--- src/rtl/rdtdc_pkg.sv ---
package rdtdc_pkg;

    typedef enum logic [1:0] {
        ST_ARMED   = 2'd0,
        ST_MEASURE = 2'd1,
        ST_REPORT  = 2'd2,
        ST_OVERRUN = 2'd3
    } tdc_state_e;

endpackage

--- src/rtl/rdtdc_round_ctr.sv ---
module rdtdc_round_ctr #(
    parameter  int N  = 40,
    localparam int RW = $clog2(N)
) (
    input  logic          clk,
    input  logic          rst,
    output logic [RW-1:0] round_o,
    output logic          last_o
);

    localparam logic [RW-1:0] LAST = RW'(N - 1);

    always_ff @(posedge clk) begin
        if (rst)
            round_o <= '0;
        else if (round_o == LAST)
            round_o <= '0;
        else
            round_o <= round_o + 1'b1;
    end

    assign last_o = (round_o == LAST);

    AST_ROUND_WRAP: assert property (@(posedge clk) disable iff (rst)
        last_o |=> (round_o == '0));
    AST_ROUND_STEP: assert property (@(posedge clk) disable iff (rst)
        !last_o |=> (round_o == RW'($past(round_o) + 1'b1)));

endmodule

--- src/rtl/rdtdc_therm_dec.sv ---
module rdtdc_therm_dec #(
    parameter  int TAPS = 8,
    localparam int TW   = $clog2(TAPS)
) (
    input  logic [TAPS-1:0] taps_i,
    output logic [TW-1:0]   idx_o
);

    logic [TAPS:0]   ext;
    logic [TAPS-1:0] hit;

    assign ext = {1'b0, taps_i};

    // a position is an edge only where two adjacent taps are both low
    for (genvar g = 0; g < TAPS; g++) begin : g_hit
        assign hit[g] = ~ext[g] & ~ext[g+1];
    end

    always_comb begin
        idx_o = TW'(TAPS - 1);
        for (int i = TAPS - 1; i >= 0; i--) begin
            if (hit[i])
                idx_o = TW'(i);
        end
    end

endmodule

--- src/rtl/rdtdc_fine_enc.sv ---
module rdtdc_fine_enc #(
    parameter  int FW = 8,
    localparam int IW = $clog2(FW)
) (
    input  logic [FW-1:0] vec_i,
    output logic [IW-1:0] idx_o,
    output logic          err_o
);

    always_comb begin
        idx_o = '0;
        for (int i = FW - 1; i >= 0; i--) begin
            if (vec_i[i])
                idx_o = IW'(i);
        end
    end

    assign err_o = ($countones(vec_i) != 1);

    always_comb begin
        if (!err_o) begin
            AST_FINE_HIT: assert (vec_i[idx_o]);
        end
    end

endmodule

--- src/rtl/rdtdc_ctrl.sv ---
module rdtdc_ctrl
    import rdtdc_pkg::*;
#(
    parameter  int N     = 40,
    parameter  int TAPS  = 8,
    parameter  int FW    = 8,
    parameter  int CYC_W = 13,
    localparam int RW    = $clog2(N),
    localparam int TW    = $clog2(TAPS),
    localparam int IW    = $clog2(FW),
    localparam int RES_W = $clog2((2 ** CYC_W) * N * TAPS * FW)
) (
    input  logic             clk,
    input  logic             rst,
    input  logic             start_i,
    input  logic             stop_i,
    input  logic [TAPS-1:0]  taps_i,
    input  logic [FW-1:0]    fine_i,
    output logic             inject_o,
    output logic             busy_o,
    output logic             result_valid_o,
    output logic [RES_W-1:0] result_o,
    output logic             fine_err_o,
    output logic             overflow_o
);

    localparam logic [CYC_W-1:0] CYC_MAX = '1;
    localparam logic [RES_W-1:0] N_R     = RES_W'(N);
    localparam logic [RES_W-1:0] TAPS_R  = RES_W'(TAPS);
    localparam logic [RES_W-1:0] FW_R    = RES_W'(FW);

    tdc_state_e state_q, state_d;

    logic [RW-1:0]    round;
    logic             last;
    logic [TW-1:0]    tap_idx;
    logic [IW-1:0]    fine_idx;
    logic             fine_bad;

    logic [CYC_W-1:0] cyc_q;
    logic [RW-1:0]    s_rnd_q,  e_rnd_q;
    logic [CYC_W-1:0] e_cyc_q;
    logic [TW-1:0]    s_tap_q,  e_tap_q;
    logic [IW-1:0]    s_fine_q, e_fine_q;
    logic             s_err_q,  e_err_q;
    logic             ovf_q;

    rdtdc_round_ctr #(.N(N)) u_round (
        .clk     (clk),
        .rst     (rst),
        .round_o (round),
        .last_o  (last)
    );

    rdtdc_therm_dec #(.TAPS(TAPS)) u_therm (
        .taps_i (taps_i),
        .idx_o  (tap_idx)
    );

    rdtdc_fine_enc #(.FW(FW)) u_fine (
        .vec_i (fine_i),
        .idx_o (fine_idx),
        .err_o (fine_bad)
    );

    function automatic logic [RES_W-1:0] pos_code(
        input logic [CYC_W-1:0] c,
        input logic [RW-1:0]    r,
        input logic [TW-1:0]    t,
        input logic [IW-1:0]    f
    );
        return ((RES_W'(c) * N_R + RES_W'(r)) * TAPS_R + RES_W'(t)) * FW_R + RES_W'(f);
    endfunction

    // state register
    always_ff @(posedge clk) begin
        if (rst)
            state_q <= ST_ARMED;
        else
            state_q <= state_d;
    end

    // transitions
    always_comb begin
        state_d = state_q;
        unique case (state_q)
            ST_ARMED:   if (start_i) state_d = ST_MEASURE;
            ST_MEASURE: begin
                if (stop_i)
                    state_d = ST_REPORT;
                else if (last && (cyc_q == CYC_MAX))
                    state_d = ST_OVERRUN;
            end
            ST_REPORT:  state_d = ST_ARMED;
            ST_OVERRUN: if (stop_i) state_d = ST_ARMED;
            default:    state_d = ST_ARMED;
        endcase
    end

    // capture and counting datapath
    always_ff @(posedge clk) begin
        if (rst) begin
            cyc_q    <= '0;
            s_rnd_q  <= '0;
            s_tap_q  <= '0;
            s_fine_q <= '0;
            s_err_q  <= 1'b0;
            e_cyc_q  <= '0;
            e_rnd_q  <= '0;
            e_tap_q  <= '0;
            e_fine_q <= '0;
            e_err_q  <= 1'b0;
            ovf_q    <= 1'b0;
        end else begin
            if ((state_q == ST_ARMED) && start_i) begin
                s_rnd_q  <= round;
                s_tap_q  <= tap_idx;
                s_fine_q <= fine_idx;
                s_err_q  <= fine_bad;
                cyc_q    <= last ? CYC_W'(1) : '0;
                ovf_q    <= 1'b0;
            end
            if (state_q == ST_MEASURE) begin
                if (stop_i) begin
                    e_cyc_q  <= cyc_q;
                    e_rnd_q  <= round;
                    e_tap_q  <= tap_idx;
                    e_fine_q <= fine_idx;
                    e_err_q  <= fine_bad;
                end else if (last) begin
                    if (cyc_q == CYC_MAX)
                        ovf_q <= 1'b1;
                    else
                        cyc_q <= cyc_q + 1'b1;
                end
            end
        end
    end

    // outputs
    always_comb begin
        inject_o       = last;
        busy_o         = (state_q == ST_MEASURE);
        result_valid_o = (state_q == ST_REPORT);
        fine_err_o     = (state_q == ST_REPORT) && (s_err_q || e_err_q);
        overflow_o     = ovf_q;
        result_o       = pos_code(e_cyc_q, e_rnd_q, e_tap_q, e_fine_q)
                       - pos_code('0, s_rnd_q, s_tap_q, s_fine_q);
    end

    AST_BUSY_AFTER_START: assert property (@(posedge clk) disable iff (rst)
        (!busy_o && !result_valid_o && !overflow_o && start_i && (state_q == ST_ARMED)) |=> busy_o);
    AST_IDLE_STOP_QUIET: assert property (@(posedge clk) disable iff (rst)
        (!busy_o && stop_i) |=> !result_valid_o);
    AST_CYC_STEP: assert property (@(posedge clk) disable iff (rst)
        (busy_o && !stop_i && inject_o && (cyc_q != CYC_MAX)) |=> (cyc_q == CYC_W'($past(cyc_q) + 1'b1)));
    AST_STOP_TO_VALID: assert property (@(posedge clk) disable iff (rst)
        (busy_o && stop_i) |=> result_valid_o);
    AST_VALID_SINGLE: assert property (@(posedge clk) disable iff (rst)
        result_valid_o |=> !result_valid_o);
    AST_NO_OVERFLOW: assert property (@(posedge clk) disable iff (rst)
        overflow_o |-> (!result_valid_o && !busy_o));
    AST_ERR_WITH_VALID: assert property (@(posedge clk) disable iff (rst)
        fine_err_o |-> result_valid_o);

endmodule

--- config.mk ---
export PLATFORM = sky130hd
export DESIGN_NAME = rdtdc_ctrl
export DESIGN_NICKNAME = d
export VERILOG_FILES = /design/src/rtl/rdtdc_pkg.sv /design/src/rtl/rdtdc_round_ctr.sv /design/src/rtl/rdtdc_therm_dec.sv /design/src/rtl/rdtdc_fine_enc.sv /design/src/rtl/rdtdc_ctrl.sv
export SDC_FILE = /design/constraint.sdc
export NUM_CORES = 1
export LEC_CHECK = 0
export BUFFER_PORTS_ARGS = -buffer_cell sky130_fd_sc_hd__buf_2
export CORE_MARGIN = 2
export CORE_UTILIZATION = 60
export DETAILED_ROUTE_END_ITERATION = 16
export PLACE_DENSITY = 0.81
export SLEW_MARGIN = 25
export SYNTH_ARGS = -nofsm -noshare
export SYNTH_HDL_FRONTEND = slang
export SYNTH_SLANG_ARGS = --single-unit
--- constraint.sdc ---
create_clock -name clk -period 10.5 [get_ports clk]
set_input_delay 1.575 -clock clk [delete_from_list [all_inputs] [get_ports clk]]
set_output_delay 1.575 -clock clk [all_outputs]
set_load 0.005 [all_outputs]
==> impl_metrics.json, run 1 <==
{
  "status": "complete, no violations",
  "worstPathCellList": "ha_1, ha_1, fa_1, xor2_2, o211ai_2, or3_1, nor3_4, xor2_2, or3b_4, nand2b_4, mux2_4, nor3_2, buf_2",
  "syn_inst": 634,
  "fin_nets": 759,
  "detail-route-antenna-nets": 0,
  "ys_top_cells_by_area": "dfxtp_1, ha_1, nand2_1, a21oi_1, xnor2_1",
  "gp_routability_congestion": 0.8453,
  "worstPathArrival_ps": 4250,
  "clk_latency_ps": 330,
  "worst_slack_ps": 4673,
  "synth-async-reset-ratio": 0,
  "rows": 33,
  "fmax_ghz": 0.1716,
  "startpoint_type": "register",
  "cp_slowest_cell": "or3_1",
  "synthesis.nets": 720,
  "cts_hold_buf": 0,
  "die_x_um": 95.75,
  "htree_levels": 3,
  "synth_edf_count": 0,
  "routed_wl_um": 10190,
  "power_leakage_nw": 2.475,
  "firstDrtPassIters": 4,
  "syn_area_um2": 5051,
  "dp_slack_ps": 5048,
  "rr_worst_depth": 8,
  "antennaDiodeCount": 0,
  "synth_compound_area_frac": 0.1855,
  "powerDensity_nw_per_um2": 118.6,
  "cts_num_sinks": 61,
  "cp-end-kind": "output pin",
  "max_stage_delay_ps": 560,
  "rrSetupSlack_ps": 7450,
  "cts_made_buffers": 9,
  "final_layout_size_suffix_gt1_frac": 0.1504,
  "gr-total-overflow": 0,
  "worstHoldStart": "e_fine_q[0]$_SDFFE_PP0P_",
  "hold-path-cell-count": 2,
  "slew_viol_final": 0,
  "critical_path_class": "register to output pin",
  "tightest_slew_ps": 992.7,
  "period_needed_ps": 5827,
  "cts_tree": "done",
  "rsz0062_at_grt": "false",
  "synthSimpleGateAreaFrac": 0.2413,
  "crit_fanout": 9,
  "total_power_mw": 0.6600,
  "slew_headroom": 0.3382,
  "antenna_found_initial": 0,
  "vias": 4433,
  "synth_top_flop_cell": "dfxtp_1",
  "synthXorXnorAreaFrac": 0.09363,
  "required_ps": 8930,
  "dieArea_um2": 9168,
  "dp_hpwl_um": 7706,
  "pin_count": 50,
  "cts_resized": 0,
  "r2r_start": "u_round.round_o[0]$_SDFF_PP0_",
  "hold_path_class": "register to register",
  "cap_viol_max_count": 0,
  "track_usage": 0.2354,
  "drt-initial-drc-count": 175,
  "wl_per_cell_um": 13.02,
  "drcViolationCount": 0,
  "whs_ps": 455.1,
  "grt_pass1_vias": 4188,
  "synth_fa_ha_area_frac": 0.1739,
  "design_area_um2": 5564,
  "synth_top_area_share": 0.2418,
  "hold_end": "e_fine_q[0]$_SDFFE_PP0P_",
  "clockBufferDepth": 2,
  "syn2layout_area_growth_pct": 10.16,
  "yosys_register_bits": 61,
  "ir_drop_mv": 0.09225,
  "seq_area_frac_synth": 0.2418,
  "grt_max_degree": 59,
  "fin_skew_ps": 8.060,
  "synth_top_family_by_area": "simple AND/OR/NAND/NOR gates",
  "synth_mux_area_frac": 0.01313,
  "setup_viol": 0,
  "min_period_over_period": 0.5549,
  "cts_root_buffer": "clkbuf_8",
  "grt_pass1_wl_um": 17560,
  "port-buffer-count": 49,
  "yosysTopAreaCell": "dfxtp_1",
  "placed_area_um2": 5340,
  "core-area_um2": 8175,
  "tns_ps": 0,
  "die_h_um": 95.75,
  "post_cts_buffers": 0,
  "ys_types": 77,
  "finalHoldViolations": 0,
  "clk_pin_slew_ps": 70,
  "start_util": 0.6178,
  "yosys_warnings": 0,
  "r2r-end": "cyc_q[6]$_SDFF_PP0_",
  "syn_avg_cell_area_um2": 7.967,
  "routed_via_density": 5.662
}
[cell type report]
class	instances	area [um^2]
Clock inverter	6	86.33
Sequential cell	61	1221
Tap cell	105	131.4
Timing Repair Buffer	49	245.2
Inverter	45	168.9
Fill cell	688	2611
Multi-Input combinational cell	507	3573
Clock buffer	10	137.6
[worst max-delay path by stage]
stage,endpoint,slack [ps],cells past startpoint,start
after global routing,result_o[24],4470,13,e_cyc_q[1]$_SDFFE_PP0P_
after detailed placement,result_o[24],5050,13,e_cyc_q[1]$_SDFFE_PP0P_
after global placement,result_o[24],5160,13,e_cyc_q[1]$_SDFFE_PP0P_
after floorplan,result_o[24],5430,14,e_cyc_q[1]$_SDFFE_PP0P_
final,result_o[24],4670,13,e_cyc_q[1]$_SDFFE_PP0P_
after CTS,result_o[24],4680,13,e_cyc_q[1]$_SDFFE_PP0P_
[routing by layer]
layer | vias to the layer above | global-route usage | wire, um
li1 | 2267 | - | -
met1 | 2040 | 0.2937 | 4798
met2 | 106 | 0.4167 | 4815
met3 | 20 | 0.03446 | 393
met4 | 0 | 0.07738 | 185
met5 | - | 0 | 0
[per-stage QoR]
stage                 util  cells
finish              0.6806    783
global route        0.6806    783
CTS                 0.6806    783
detailed placement  0.6532    767
global placement    0.6532    767
floorplan                -    634
[cell families after synthesis]
family                     after synthesis
AOI/OAI and AO/OA                      144
xor gates and xnor gates                45
adders and majority gates               66
buffers and inverters                   66
DFF                                     61
muxes                                    6
and+or+nand+nor                        246
[critical path, delay by kind of cell (launching register included)]
kind,cells,cell delay [ps]
simple gates,5,1510
fa+ha+maj,3,950
xor+xnor,2,430
flops,1,400
mux,1,300
compound gates,1,180
buf+inv,1,130
[sequential cells by signal, indices dropped and copies added, names as in the netlist]
signal,flops
e_rnd_q,6
u_round.round_o,6
e_fine_q,3
state_q,2
s_tap_q,3
e_cyc_q,13
e_err_q,1
cyc_q,13
s_rnd_q,6
overflow_o,1
s_err_q,1
s_fine_q,3
e_tap_q,3
[report_power, final]
group / internal [mW] / switching (mW) / leakage (nW)
clock network: 0.140 / 0.0902 / 0.112
logic: 0.0932 / 0.0972 / 1.87
registers: 0.236 / 0.00367 / 0.494
total: 0.469 / 0.191 / 2.47
[placed cells by master, fill, tap and decap left out, types with 18 or more instances in the layout]
cell type / instances
nand2_1: 95
a21oi_1: 71
dfxtp_1: 61
ha_1: 59
nor2_1: 56
buf_2: 49
inv_1: 45
xnor2_1: 28
o21ai_0: 20
nand3_1: 18
[cell usage after synthesis, types with 6 or more instances]
| cell type | instances |
|---|---|
| a21oi_1 | 71 |
| ha_1 | 59 |
| nor3b_1 | 8 |
| xor2_2 | 6 |
| fa_1 | 7 |
| a21o_1 | 6 |
| nand3_1 | 18 |
| nor3_1 | 12 |
| o21a_1 | 6 |
| and2_1 | 6 |
| clkbuf_1 | 15 |
| and3_1 | 7 |
| nand2_1 | 95 |
| inv_1 | 45 |
| dfxtp_1 | 61 |
| xor2_1 | 8 |
| nand2b_1 | 8 |
| xnor2_1 | 28 |
| o21ai_0 | 20 |
| nor2_1 | 56 |
No activity file was read; power rests on OpenSTA's default activity.
==> inputs of run 2 (changes only) <==
==> constraint.sdc (replaced) <==
create_clock -name clk -period 5.6 [get_ports clk]
set_input_delay 0.84 -clock clk [delete_from_list [all_inputs] [get_ports clk]]
set_output_delay 0.84 -clock clk [all_outputs]
set_load 0.005 [all_outputs]
==> impl_metrics.json, run 2 (synthesized netlist as in run 1, its figures left out) <==
{
  "status": "complete, no violations",
  "cp-end-kind": "output pin",
  "final_cell_mix": "nand2_1, a21oi_1, dfxtp_1",
  "pin_count": 50,
  "cts_tree": "done",
  "p_clk_frac": 0.331,
  "slew_viol_final": 0,
  "firstDrtPassIters": 4,
  "worstHoldStart": "e_fine_q[0]$_SDFFE_PP0P_",
  "p_int_mw": 0.8471,
  "hold_end": "e_fine_q[0]$_SDFFE_PP0P_",
  "power_leakage_nw": 2.464,
  "setup_viol": 0,
  "fillers": 684,
  "drt-met1-wl_um": 4758,
  "cts_root_buffer": "clkbuf_8",
  "sw_frac_of_total": 0.2975,
  "crit_family": "simple AND/OR/NAND/NOR gates",
  "finish.utilization": 0.6789,
  "period_needed_ps": 5082,
  "ir_drop_mv": 0.2108,
  "die_h_um": 95.75,
  "fin_cells": 783,
  "gr-total-overflow": 0,
  "min_period_over_period": 0.9075,
  "port-buffer-count": 49,
  "fin_skew_ps": 10.75,
  "dp_hpwl_um": 7756,
  "final_layout_size_suffix_gt1_frac": 0.1504,
  "rows": 33,
  "seqPwrFrac": 0.373,
  "p_comb_frac": 0.296,
  "cap_viol_max_count": 0,
  "critical_path_class": "register to output pin",
  "drcViolationCount": 0,
  "cts_made_buffers": 9,
  "htree_levels": 3,
  "detail-route-antenna-nets": 0,
  "grt_pass1_vias": 4169,
  "max_stage_delay_ps": 550,
  "slew_headroom": 0.3510,
  "fin_nets": 759,
  "startpoint_type": "register",
  "hold-path-cell-count": 2,
  "multiInputGateArea_um2": 3573,
  "seq_area_um2": 1221,
  "powerDensity_nw_per_um2": 217.2,
  "place_inst": 767,
  "cts_hold_buf": 0,
  "r2r_start": "u_round.round_o[0]$_SDFF_PP0_",
  "gp_routability_congestion": 0.8453,
  "dr.max_layer_used": "met4",
  "core-area_um2": 8175,
  "track_usage": 0.2357,
  "die_x_um": 95.75,
  "r2r-end": "cyc_q[9]$_SDFF_PP0_",
  "rrSetupSlack_ps": 2550,
  "dp_slack_ps": 883.2,
  "drt-initial-drc-count": 181,
  "syn2layout_area_growth_pct": 9.884,
  "dieArea_um2": 9168,
  "worstPathCellList": "ha_1, ha_1, fa_1, xor2_2, o211ai_2, or3_1, nor3_4, xor2_2, or3b_4, nand2b_4, mux2_4, nor3_2, buf_2",
  "fmax_ghz": 0.1968,
  "reg.largest.list": "cyc_q x13, e_cyc_q x13",
  "required_ps": 4760,
  "wl_per_cell_um": 13.02,
  "wl_met2_um": 4917,
  "grt_max_degree": 59,
  "worstPathArrival_ps": 4240,
  "worst_slack_ps": 518.2,
  "finalHoldViolations": 0,
  "cts_resized": 0,
  "routed_wl_um": 10190,
  "tightest_slew_ps": 973.4,
  "routed_via_density": 5.605,
  "start_util": 0.6178,
  "wl_met3_um": 387,
  "rsz0062_at_grt": "false",
  "p_switching_mw": 0.3587,
  "clk_pin_slew_ps": 70,
  "cp_slowest_cell": "or3_1",
  "clk_latency_ps": 340,
  "antenna_found_initial": 0,
  "layout_commonest_cell": "nand2_1",
  "grt_pass1_wl_um": 17520,
  "rr_worst_depth": 8,
  "antennaDiodeCount": 0,
  "tns_ps": 0,
  "crit_fanout": 9,
  "clockBufferDepth": 2,
  "cts_num_sinks": 61,
  "hold_path_class": "register to register",
  "post_cts_buffers": 0,
  "critPathBufInv": 1,
  "vias": 4389
}
## run 2: changes by cell type in the layout (fill, tap and decap cells not counted)
| cell | before | now |
|---|---|---|
| bufinv_16 | 2 | 1 |
| clkbuf_8 | 10 | 11 |
| clkinvlp_4 | 1 | 2 |
| clkinv_2 | 2 | 1 |
## run 2: per-layer routing
layer / global-route usage / vias up
met2: 0.4178 / 94
met5: 0 / -
li1: - / 2268
met1: 0.2960 / 2013
met3: 0.03054 / 14
met4: 0.07738 / 0
## run 2: worst register-to-register path, stage by stage (launching register included)
cell and delay, ps:
dfxtp_1 410, ha_1 230, nand4_1 250, nor4_1 590, nand2_1 590, nand2_1 410, o21ai_0 180, a21oi_1 200
nor2_1 50
## run 2: worst max path at each step
| stage | from | to | slack, ps | depth (start not counted) |
|---|---|---|---|---|
| 2_1_floorplan | e_cyc_q[1]$_SDFFE_PP0P_ | result_o[24] | 1260 | 14 |
| 3_3_place_gp | e_cyc_q[1]$_SDFFE_PP0P_ | result_o[24] | 1000 | 13 |
| 3_5_place_dp | e_cyc_q[1]$_SDFFE_PP0P_ | result_o[24] | 880 | 13 |
| 4_1_cts | e_cyc_q[1]$_SDFFE_PP0P_ | result_o[24] | 500 | 13 |
| 5_1_grt | e_cyc_q[1]$_SDFFE_PP0P_ | result_o[24] | 300 | 13 |
| 6_report | e_cyc_q[1]$_SDFFE_PP0P_ | result_o[24] | 520 | 13 |
## run 2: area by class of cell
cell class,instances,area share
multi-input cells,507,0.6438
inverters,45,0.03043
clock buffers,11,0.02728
well taps,105,0.02367
repair buffers,49,0.04418
clock inverters,5,0.01060
flip-flops and latches,61,0.2200
## run 2: power groups by stage
stage	Clock, mW	Sequential, mW	Combinational (mW)
finish	0.400	0.450	0.356
global placement	0	0.459	0.346
detailed placement	0	0.459	0.358
floorplan	0	0.457	0.247
CTS	0.408	0.450	0.360
global route	0.427	0.451	0.405
## run 2: metrics by stage
step | total power [mW] | instance area (um^2) | hold WS, ps
final | 1.206 | 5550 | 455.7
after detailed placement | 0.8174 | 5340 | 446.5
after global placement | 0.8053 | 5340 | 444.0
after CTS | 1.217 | 5550 | 456.1
after global routing | 1.283 | 5550 | 483.6
after floorplan | 0.7045 | 5051 | 436.3
